==> config.mk <==
export PLATFORM = sky130hd
export DESIGN_NAME = dlb_diag_ctrl
export DESIGN_NICKNAME = d
export VERILOG_FILES = /design/src/rtl/dlb_pkg.sv /design/src/rtl/dlb_regfile.sv /design/src/rtl/dlb_path.sv /design/src/rtl/dlb_diag_ctrl.sv
export SDC_FILE = /design/constraint.sdc
export NUM_CORES = 1
export LEC_CHECK = 0
export BUFFER_PORTS_ARGS = -buffer_cell sky130_fd_sc_hd__buf_4
export CORE_MARGIN = 1.5
export CORE_UTILIZATION = 44
export DETAILED_ROUTE_END_ITERATION = 10
export PLACE_DENSITY = 0.73
export SYNTH_ARGS = -nofsm -noshare
export SYNTH_HDL_FRONTEND = slang
export SYNTH_SLANG_ARGS = --single-unit
==> constraint.sdc <==
create_clock -name clk -period 1.24 [get_ports clk]
set_input_delay 0.124 -clock clk [delete_from_list [all_inputs] [get_ports clk]]
set_output_delay 0.124 -clock clk [all_outputs]
set_load 0.03 [all_outputs]
==> src/rtl/dlb_pkg.sv <==
package dlb_pkg;

    localparam int REG_W      = 8;
    localparam int BANK_BIT   = 0;
    localparam int SLAVE_BIT  = 1;
    localparam int NOVIOL_BIT = 2;
    localparam int ECHO_BIT   = 3;
    localparam int ONES_BIT   = 4;
    localparam int MODE_LSB   = 5;
    localparam int MODE_W     = 2;

    typedef enum logic [MODE_W-1:0] {
        LB_NONE    = 2'b00,
        LB_NEAR    = 2'b01,
        LB_DIGITAL = 2'b10,
        LB_REMOTE  = 2'b11
    } lb_mode_e;

    typedef struct packed {
        lb_mode_e mode;
        logic     all_ones;
        logic     echo_zero;
        logic     no_viol;
        logic     slave;
    } diag_cfg_t;

    typedef struct packed {
        logic bit_v;
        logic stb;
    } bitstrm_t;

endpackage

==> src/rtl/dlb_regfile.sv <==
module dlb_regfile
    import dlb_pkg::*;
(
    input  logic             clk,
    input  logic             rst,
    input  logic             host_wr,
    input  logic [REG_W-1:0] host_data,
    input  logic             frame_stb,
    output logic [REG_W-1:0] ctrl_q,
    output diag_cfg_t        active_cfg
);

    logic      bank_q;
    diag_cfg_t pend_q;
    diag_cfg_t decoded;

    always_comb begin
        decoded.mode      = lb_mode_e'(host_data[MODE_LSB +: MODE_W]);
        decoded.all_ones  = host_data[ONES_BIT];
        decoded.echo_zero = host_data[ECHO_BIT];
        decoded.no_viol   = host_data[NOVIOL_BIT];
        decoded.slave     = host_data[SLAVE_BIT];
    end

    always_ff @(posedge clk) begin
        if (rst) begin
            bank_q     <= 1'b0;
            ctrl_q     <= '0;
            pend_q     <= '0;
            active_cfg <= '0;
        end else begin
            if (host_wr) begin
                bank_q <= host_data[BANK_BIT];
                if (bank_q) pend_q <= decoded;
                else        ctrl_q <= host_data;
            end
            if (frame_stb) active_cfg <= pend_q;
        end
    end

    p_ctrl_hold_r2: assert property (@(posedge clk) disable iff (rst)
        (!host_wr || bank_q) |=> $stable(ctrl_q));

    p_pend_hold_r2: assert property (@(posedge clk) disable iff (rst)
        (!host_wr || !bank_q) |=> $stable(pend_q));

    p_frame_only_r3: assert property (@(posedge clk) disable iff (rst)
        !frame_stb |=> $stable(active_cfg));

endmodule

==> src/rtl/dlb_path.sv <==
module dlb_path
    import dlb_pkg::*;
(
    input  logic      clk,
    input  logic      rst,
    input  diag_cfg_t cfg,
    input  bitstrm_t  sb_in,
    input  logic      echo_slot,
    input  bitstrm_t  ln_in,
    output bitstrm_t  ln_tx,
    output bitstrm_t  sb_tx
);

    bitstrm_t tx_proc;
    bitstrm_t ln_nxt;
    bitstrm_t sb_nxt;

    always_comb begin
        // transmit-side processing of the serial-bus stream
        tx_proc.stb   = sb_in.stb;
        tx_proc.bit_v = sb_in.bit_v & ~(echo_slot & cfg.echo_zero);

        ln_nxt = (cfg.mode == LB_REMOTE) ? ln_in : tx_proc;
        if (cfg.all_ones) ln_nxt.bit_v = 1'b1;

        unique case (cfg.mode)
            LB_NEAR:    sb_nxt = ln_nxt;
            LB_DIGITAL: sb_nxt = sb_in;
            default:    sb_nxt = ln_in;
        endcase
    end

    always_ff @(posedge clk) begin
        if (rst) begin
            ln_tx <= '0;
            sb_tx <= '0;
        end else begin
            ln_tx <= ln_nxt;
            sb_tx <= sb_nxt;
        end
    end

    p_ones_prio_r8: assert property (@(posedge clk) disable iff (rst)
        cfg.all_ones |=> (!ln_tx.stb || ln_tx.bit_v));

    p_echo_clear_r9: assert property (@(posedge clk) disable iff (rst)
        (sb_in.stb && echo_slot && cfg.echo_zero && !cfg.all_ones && cfg.mode != LB_REMOTE)
        |=> (ln_tx.stb && !ln_tx.bit_v));

    p_remote_loop_r7: assert property (@(posedge clk) disable iff (rst)
        (cfg.mode == LB_REMOTE && !cfg.all_ones) |=> (ln_tx == $past(ln_in)));

    p_digital_loop_r6: assert property (@(posedge clk) disable iff (rst)
        (cfg.mode == LB_DIGITAL) |=> (sb_tx == $past(sb_in)));

endmodule

==> src/rtl/dlb_diag_ctrl.sv <==
module dlb_diag_ctrl
    import dlb_pkg::*;
(
    input  logic             clk,
    input  logic             rst,
    input  logic             host_wr,
    input  logic [REG_W-1:0] host_data,
    input  logic             frame_stb,
    input  logic             sb_rx_bit,
    input  logic             sb_rx_stb,
    input  logic             tx_echo_slot,
    input  logic             ln_rx_bit,
    input  logic             ln_rx_stb,
    output logic             ln_tx_bit,
    output logic             ln_tx_stb,
    output logic             sb_tx_bit,
    output logic             sb_tx_stb,
    output logic             fv_en,
    output logic             slave_mode,
    output logic [REG_W-1:0] ctrl_q
);

    diag_cfg_t cfg;
    bitstrm_t  sb_in, ln_in, ln_tx, sb_tx;

    assign sb_in = '{bit_v: sb_rx_bit, stb: sb_rx_stb};
    assign ln_in = '{bit_v: ln_rx_bit, stb: ln_rx_stb};

    dlb_regfile u_regs (
        .clk        (clk),
        .rst        (rst),
        .host_wr    (host_wr),
        .host_data  (host_data),
        .frame_stb  (frame_stb),
        .ctrl_q     (ctrl_q),
        .active_cfg (cfg)
    );

    dlb_path u_path (
        .clk       (clk),
        .rst       (rst),
        .cfg       (cfg),
        .sb_in     (sb_in),
        .echo_slot (tx_echo_slot),
        .ln_in     (ln_in),
        .ln_tx     (ln_tx),
        .sb_tx     (sb_tx)
    );

    assign ln_tx_bit  = ln_tx.bit_v;
    assign ln_tx_stb  = ln_tx.stb;
    assign sb_tx_bit  = sb_tx.bit_v;
    assign sb_tx_stb  = sb_tx.stb;
    assign fv_en      = ~cfg.no_viol;
    assign slave_mode = cfg.slave;

    p_reset_state_r1: assert property (@(posedge clk)
        $past(rst) |-> (ctrl_q == '0 && fv_en && !slave_mode && !ln_tx_stb && !sb_tx_stb));

endmodule

== Word-level counts from Yosys, hierarchy flattened ==
Index checks and enable logic that the tools add are counted.
Cells by class
  eq/ne operators: 3
  muxes and demuxes: 3
  bitwise gates (word level): 5
  reductions and logical operators: 2
Operators with widths (count)
  $eq A2 B2 Y1 const B: 2
  $pmux W2 S2: 1
  $reduce_and A2 Y1: 2
  $not A1 Y1: 3
  $and A1 B1 Y1: 2
  $eq A2 B1 Y1 const B: 1
  $mux W2: 1
  $mux W1: 1
Storage, ports and cells
  bits in registers: 25
  bits of input ports: 17
  output and inout bits: 14
  word-level logic and storage cells: 29

== Longest topological paths before layout ==
Gate-level depths: netlist of run 1.
  word-level depth: 6
  mapped depth: 5
  depth with buffers taken out: 5

== By module ==
A second synthesis of run 1 with hierarchy kept.
Unflattened totals
  cells, all modules: 108
  area total of the unflattened synthesis: 1112.3 µm²
Modules (own cells, without submodules)
  dlb_regfile: instances 1, cells an instance 81, area each 867.1 µm², seq. area each 420.4 µm²
  dlb_path: instances 1, cells an instance 26, area each 241.5 µm², seq. area each 80.1 µm²
  dlb_diag_ctrl: instances 1, cells an instance 1, area each 3.8 µm², seq. area each 0.0 µm²

== Worst setup path after synthesis of run 1 ==
OpenSTA, ideal clock, no wires.
  path type: register to register
  from: register u_regs.active_cfg[4] (netlist bit)
  to: register, netlist name u_path.sb_tx[1]
  setup time: 0.124 ns
  data arrival time: 1.102 ns
  data required time: 1.116 ns
  path slack: 0.014 ns
  stages on the path, launching flop included: 6
  buffers on the path: 0
  clock period less this slack: 1.226 ns
  cells stage by stage: dfxtp_1 inv_1 ha_1 and3b_1 a31oi_1 o41ai_1
Between the ends
  word-level cells in the longest chain between the ends: 4
  elaborated cells between the ends (all ways): 6
  those cells by class: eq/ne (3); mux (3)
Ends and longest elaborated chain
  start: declaration: RTL line dlb_regfile.sv:10  | output diag_cfg_t active_cfg
  start signal: assignment: RTL line dlb_regfile.sv:37  | if (frame_stb) active_cfg <= pend_q;
  $eq A2 B2 Y1: RTL line dlb_path.sv:23  | ln_nxt = (cfg.mode == LB_REMOTE) ? ln_in : tx_proc;
  $mux W2: RTL line dlb_path.sv:23
  $mux W1: RTL line dlb_path.sv:24  | if (cfg.all_ones) ln_nxt.bit_v = 1'b1;
  $pmux W2 S2 (*): RTL line dlb_path.sv:26  | unique case (cfg.mode)
Every way passes the cells marked *; elsewhere a longest branch is shown, timed or not.
A chain may end at the register's enable or synchronous reset.

== Final worst setup path of run 1 ==
  from: register u_regs.active_cfg[5] (netlist bit)
  to: register, netlist name u_path.sb_tx[1]
Between the ends
  word-level cells in the longest chain between the ends: 4
  elaborated cells between the ends (all ways): 6
  those cells by class: eq/ne (3); mux (3)
Ends and longest elaborated chain (RTL line)
  $eq A2 B2 Y1: dlb_path.sv:23
  $mux W2: dlb_path.sv:23
  $mux W1: dlb_path.sv:24
  $pmux W2 S2 (*): dlb_path.sv:26
Marked as above.

==> results of run 1 <==
[final timing paths]
path | start | endpoint | cells after the start | slack, ns
min reg2reg | u_regs.pend_q[3] | u_regs.pend_q[3] | 2 | 0.46
min | rst | u_regs.ctrl_q[2] | 2 | 0.04
max reg2reg | u_regs.active_cfg[5] | u_path.sb_tx[1] | 5 | -0.00004
max | u_regs.active_cfg[5] | u_path.sb_tx[1] | 5 | -0.00004
[sequential cells by signal, indices dropped and copies added, names as in the netlist]
name	count
u_path.sb_tx	2
u_regs.active_cfg	6
u_regs.ctrl_q	8
u_path.ln_tx	2
u_regs.pend_q	6
u_regs.bank_q	1
[cell usage after synthesis (2+ instances only)]
cell / number / area share (%)
a21oi_1: 6 / 3.0
a221oi_1: 2 / 1.7
a31oi_1: 2 / 1.2
buf_2: 4 / 2.0
buf_6: 2 / 2.2
dfxtp_1: 25 / 50
ha_1: 3 / 3.7
inv_1: 5 / 1.9
mux2i_1: 16 / 16
nand2_1: 8 / 3.0
nand3_1: 6 / 3.0
nor2_1: 18 / 6.7
nor2b_1: 2 / 1.2
[power groups by stage]
stage | Sequential (mW) | Combinational, mW | Clock, mW
floorplan | 0.917 | 0.103 | 0
finish | 0.851 | 0.238 | 0.348
global placement | 0.871 | 0.232 | 0
CTS | 0.853 | 0.240 | 0.369
detailed placement | 0.873 | 0.237 | 0
global route | 0.857 | 0.255 | 0.400
[per-layer routing]
layer  wire, um  global-route usage, %
met1        759                   17.3
met2        897                   26.3
met3        120                   3.87
met4         23                   6.76
met5          0                      0
[worst max-delay path, delay by kind of cell, from the launching register on]
kind,cells,cell delay (ns)
flops,1,0.39
compound gates,2,0.23
fa+ha+maj,1,0.22
simple gates,1,0.18
buf+inv,1,0.12
[cells by family after synthesis]
family,after synthesis
buffers and inverters,12
DFF,25
muxes,16
AOI/OAI and AO/OA,12
and+or+nand+nor,36
adders and majority gates,3
[cells in the final DEF (no fill, tap or decap), types with 2 or more instances in the layout]
cell type	n
dfxtp_1	23
buf_4	34
inv_1	5
nand3_1	6
clkbuf_4	3
ha_4	2
dfxtp_4	2
mux2i_1	16
nor2b_1	2
nand2_1	8
a221oi_1	2
nor2_1	18
a31oi_1	2
a21oi_1	6
[timing repair]
item / in CTS / in global routing
setup endpoints to repair: 2 / 2
buffers inserted: 1 / 0
cloned: 0 / 0
pin swaps: 3 / 3
hold buffers: 0 / 0
resized for setup: 7 / 2
[stage by stage]
step | setup slack (ns) | util (%)
4_1_cts | -0.00293 | 59.5
6_report | -0.0000431 | 60.0
3_3_place_gp | -0.0183 | 56.8
2_1_floorplan | 0.0135 | -
3_5_place_dp | -0.0997 | 56.8
5_1_grt | -0.0343 | 60.0
[layout make-up]
type / instances / area [sq um] / area share [%]
multi-input combinational: 67 / 459 / 34.9
tap: 28 / 35.0 / 2.66
sequential: 25 / 508 / 38.6
clock buffer: 3 / 22.5 / 1.71
timing repair buffer: 35 / 267 / 20.3
inverter: 5 / 18.8 / 1.43
clock inverter: 1 / 5.00 / 0.381
==> reports/metrics.yaml, run 1 <==
pin_count: 31
synth.distinct_cells: 18
drtIter0Drc: 5
cp_slowest_stage_delay_ns: 0.39
swShare_pct: 25.9
layout.cells.non_filler: 164
hp-class: "in2reg"
drive_gt1_share_pct: 32.4
die_w_um: 50.8
initial_core_util_pct: 45.8
power_density_nw_per_um2: 1090
synthAdderAreaFrac_pct: 3.74
synth_compound_area_share_pct: 7.36
vias_per_cell: 4.99
place_inst: 159
cts_tree: "done"
overflow: 0
crit_chain: "buf_6 > ha_4 > and3b_1 > a31oi_1 > o41ai_1"
period_needed_ns: 1.24
clock_skew_ns: 0.00102
violations: "negative setup slack"
fin_tns_setup_ns: -0.0000431
grt_pass1_wl_mm: 2.95
finalCritPeriodShare_pct: 100
finalWorstSetupSlack_ns: -0.0000431
postRouteAntennaNets: 0
synth_xor_area_share_pct: 0
place.port_buffers: 30
leakagePower_nw: 0.590
firstDrtPassIters: 4
nNetsFinal: 157
place_hpwl_mm: 1.40
power.internal_mw: 1.06
syn_area_per_cell_sq_um: 9.65
dieArea_sq_um: 2580
clock_latency_ns: 0.31
criticalPathCategory: "reg2reg"
crit_slowest_cell: "dfxtp_4"
die_h_um: 50.8
synthToLayoutAreaGrowth_pct: 31.0
peakVddDrop_mv: 0.869
switching_power_mw: 0.372
relSlewSlack_pct: 79.0
wire_per_inst_um: 11.0
synth_simple_gate_area_share_pct: 16.2
whs_ns: 0.0417
netlist_instances: 104
root_buffer: "clkbuf_4"
maxSlewViolCount: 0
synth_top_family_by_area: "simple AND/OR/NAND/NOR gates"
grt_pass1_vias: 746
power_mw: 1.44
vias: 819
synth_nets: 124
numClockSinks: 25
cp-start-kind: "flop"
numCtsBuffers: 3
cap_violations: 0
tightest_slew_ns: 0.315
htree_num_levels: 1
sequentialPowerShare_pct: 59.2
design_area_sq_um: 1320
ys_warn_count: 0
fmax_mhz: 806
clk_pin_slew_ns: 0.13
routed_wl_mm: 1.80
comb_power_share_pct: 16.5
setup_violations: 1
syn-cell-area_sq_um: 1000
ys_ff_latch: 25
grt_start_max_net_pins: 19
hold_viol: 0
grt_usage_pct: 15.1
synth_edf_count: 0
clockPowerShare_pct: 24.2
antenna_found_initial: 0
synthFlopType: "dfxtp_1"
required_ns: 1.45
placed_cell_area_sq_um: 1240
crit_arrival_ns: 1.45
synthArstFlopShare_pct: 0
seq_area_frac_synth_pct: 49.9
end_kind: "flop"
clockBufferDepth: 2
drc: 0
gp_congestion: 0.675
num_antenna_cells: 0
nFillCells: 200
rsz0062_at_grt: "true"
status: "finished, violations left"
synthMuxAreaShare_pct: 16.0
fp.coreArea_sq_um: 2190
num_rows: 17
cp_max_fo: 5
Power figures use the tool's default switching activity.
==> run 2: changes to the inputs <==
Settings changed: ABC_AREA set to 1, CORE_UTILIZATION 44 to 43, PLACE_DENSITY 0.73 to 0.72.
==> run 2 against run 1 <==
  * Global-route usage rose by 0.97 points
  * Clock skew rose by 0.00061 ns
  * Cell area fell by 6.9%
  * Wire length fell by 1.9%
  * Clock-buffer cell count rose by 1
  * Critical endpoint unchanged
  * Sequential power rose by 4.2%
  * The run now ends clean
  * Via count rose by 4.3%
  * Die area fell by 3.5%
==> reports/metrics.yaml, run 2 <==
post_cts_buffers: 0
criticalPathCategory: "reg2reg"
drtIter0Drc: 2
rrSetupSlack_ns: 0.12
setup_violations: 0
synth_edf_count: 0
numCtsBuffers: 3
status: "finished clean"
rsz0062_at_grt: "false"
nFillCells: 198
hold_viol: 0
antenna_found_initial: 0
holdBufCountCts: 1
drive_gt1_share_pct: 26.3
clk_pin_slew_ns: 0.12
cts_tree: "done"
die_h_um: 49.9
maxSlewViolCount: 0
finalCritPeriodShare_pct: 90.7
netlist_instances: 119
place_inst: 174
grt_pass1_wl_mm: 3.04
cts_resized: 0
final_common_cell: "nor2_1"
grt_pass1_vias: 771
pin_count: 31
postRouteAntennaNets: 0
syn-cell-area_sq_um: 945
period_needed_ns: 1.12
nNetsFinal: 173
synth_top_area_share_pct: 53.0
numClockSinks: 25
crit_arrival_ns: 1.34
vias: 854
syn_area_per_cell_sq_um: 7.94
hold_depth: 3
layout_common_cells: "nor2_1, buf_4, dfxtp_1"
synthArstFlopShare_pct: 0
ys_ff_latch: 25
synth.distinct_cells: 15
required_ns: 1.46
tightest_slew_ns: 0.305
num_antenna_cells: 0
peakVddDrop_mv: 0.750
timing.rr.end: "u_path.sb_tx[1]"
cap_violations: 0
drc: 0
cp-start-kind: "flop"
synth.most_common_cell: "nor2_1"
overflow: 0
leakagePower_nw: 0.571
clockBufferDepth: 2
die_w_um: 49.9
grt_busiest_layer: "met2"
relSlewSlack_pct: 79.6
fmax_mhz: 889
grt_start_max_net_pins: 24
hold_end: "u_regs.ctrl_q[4]"
grtUsageMet3_pct: 3.03
ys_warn_count: 0
cp_max_fo: 3
layout.cells.non_filler: 179
synth.area.top_cells: "dfxtp_1, nor2_1, o21ai_0"
r2r_start: "u_regs.active_cfg[4]"
gp_congestion: 0.708
met1_usage_pct: 17.5
clock_skew_ns: 0.00163
gr-usage-met2_pct: 28.7
synthTopCellsByCount: "nor2_1, dfxtp_1, o21ai_0, a21oi_1, nand2_1"
clock_latency_ns: 0.31
place.port_buffers: 30
synthFlopType: "dfxtp_1"
synth_nets: 139
htree_num_levels: 1
largestRegisters: "u_regs.ctrl_q: 8 flops, u_regs.active_cfg: 6 flops, u_regs.pend_q: 6 flops"
seq_area_frac_synth_pct: 53.0
root_buffer: "clkbuf_4"
synthToLayoutAreaGrowth_pct: 29.7
power_density_nw_per_um2: 1260
top_register: "u_regs.ctrl_q"
dieArea_sq_um: 2490
vias_per_cell: 4.77
initial_core_util_pct: 46.7
end_kind: "flop"
fp.coreArea_sq_um: 2020
wire_per_inst_um: 9.88
worst_hold_startpoint: "host_data[4]"
largest_reg_flops: 8
synth_top_cell_by_area: "dfxtp_1"
routed_wl_mm: 1.77
grt_usage_pct: 16.1
num_rows: 16
fin_tns_setup_ns: 0
r2r_cells: 5
place_hpwl_mm: 1.29
firstDrtPassIters: 3
hp-class: "in2reg"
final_core_util_pct: 60.6
run 2: cell types whose count changed after synthesis, moves of 2 or more:
cell	before	now
mux2i_1	16	0
a21oi_1	6	11
buf_6	2	0
a31oi_1	2	0
inv_2	0	3
a221oi_1	2	0
o21ai_0	1	21
nor2b_1	2	0
nand3_1	6	1
buf_2	4	0
nor2_1	18	34
o21ai_1	0	2
run 2: logic make-up after synthesis:
group                      share of synthesized area, %
and+or+nand+nor                                    18.7
DFF                                                53.0
buffers and inverters                              6.36
AOI/OAI and AO/OA                                  18.0
adders and majority gates                          3.97
run 2: stage by stage:
step / worst slack (ns) / area, sq um / total power [mW] / hold WS [ns]
after global routing: 0.00676 / 1220 / 1.62 / 0.0287
after detailed placement: 0.129 / 1190 / 1.21 / 0.311
final: 0.116 / 1220 / 1.54 / 0.0260
after floorplan: 0.225 / 945 / 1.09 / 0.193
after CTS: 0.107 / 1220 / 1.56 / 0.0215
after global placement: 0.198 / 1190 / 1.20 / 0.311
run 2: worst max-delay path: stages (launching register included):
cell and delay [ns]:
dfxtp_1 0.38, inv_1 0.07, ha_1 0.31, inv_1 0.06, o21ai_0 0.16, a21oi_1 0.06
run 2: power breakdown:
group          switching (mW)  internal, mW  leakage [nW]
clock network           0.227         0.126        0.0150
logic                   0.178         0.124         0.350
registers              0.0267         0.860         0.207
run 2: worst max-delay path by stage:
stage	from	end	slack [ns]	cells past startpoint
final	u_regs.active_cfg[4]	u_path.sb_tx[1]	0.12	5
after global routing	u_regs.active_cfg[4]	u_path.sb_tx[1]	0.007	5
after CTS	u_regs.active_cfg[4]	u_path.sb_tx[1]	0.11	5
after detailed placement	u_regs.active_cfg[4]	u_path.sb_tx[1]	0.13	5
after global placement	u_regs.active_cfg[4]	u_path.sb_tx[1]	0.20	5
after floorplan	u_regs.active_cfg[4]	u_path.sb_tx[0]	0.22	5
run 2: layout make-up:
cell class | count | area, sq um | share of cell area [%]
timing repair buffer | 31 | 235 | 19.2
tap | 27 | 33.8 | 2.76
sequential | 25 | 500 | 40.9
clock buffer | 4 | 26.3 | 2.15
inverter | 11 | 45.0 | 3.68
multi-input combinational | 81 | 384 | 31.4
run 2: metal layers:
metal  vias to the layer above  part of all wire [%]
met5                         -                     0
met4                         0                   2.5
met3                         5                   6.3
met2                        27                    46
met1                       373                    45
li1                        449                     -
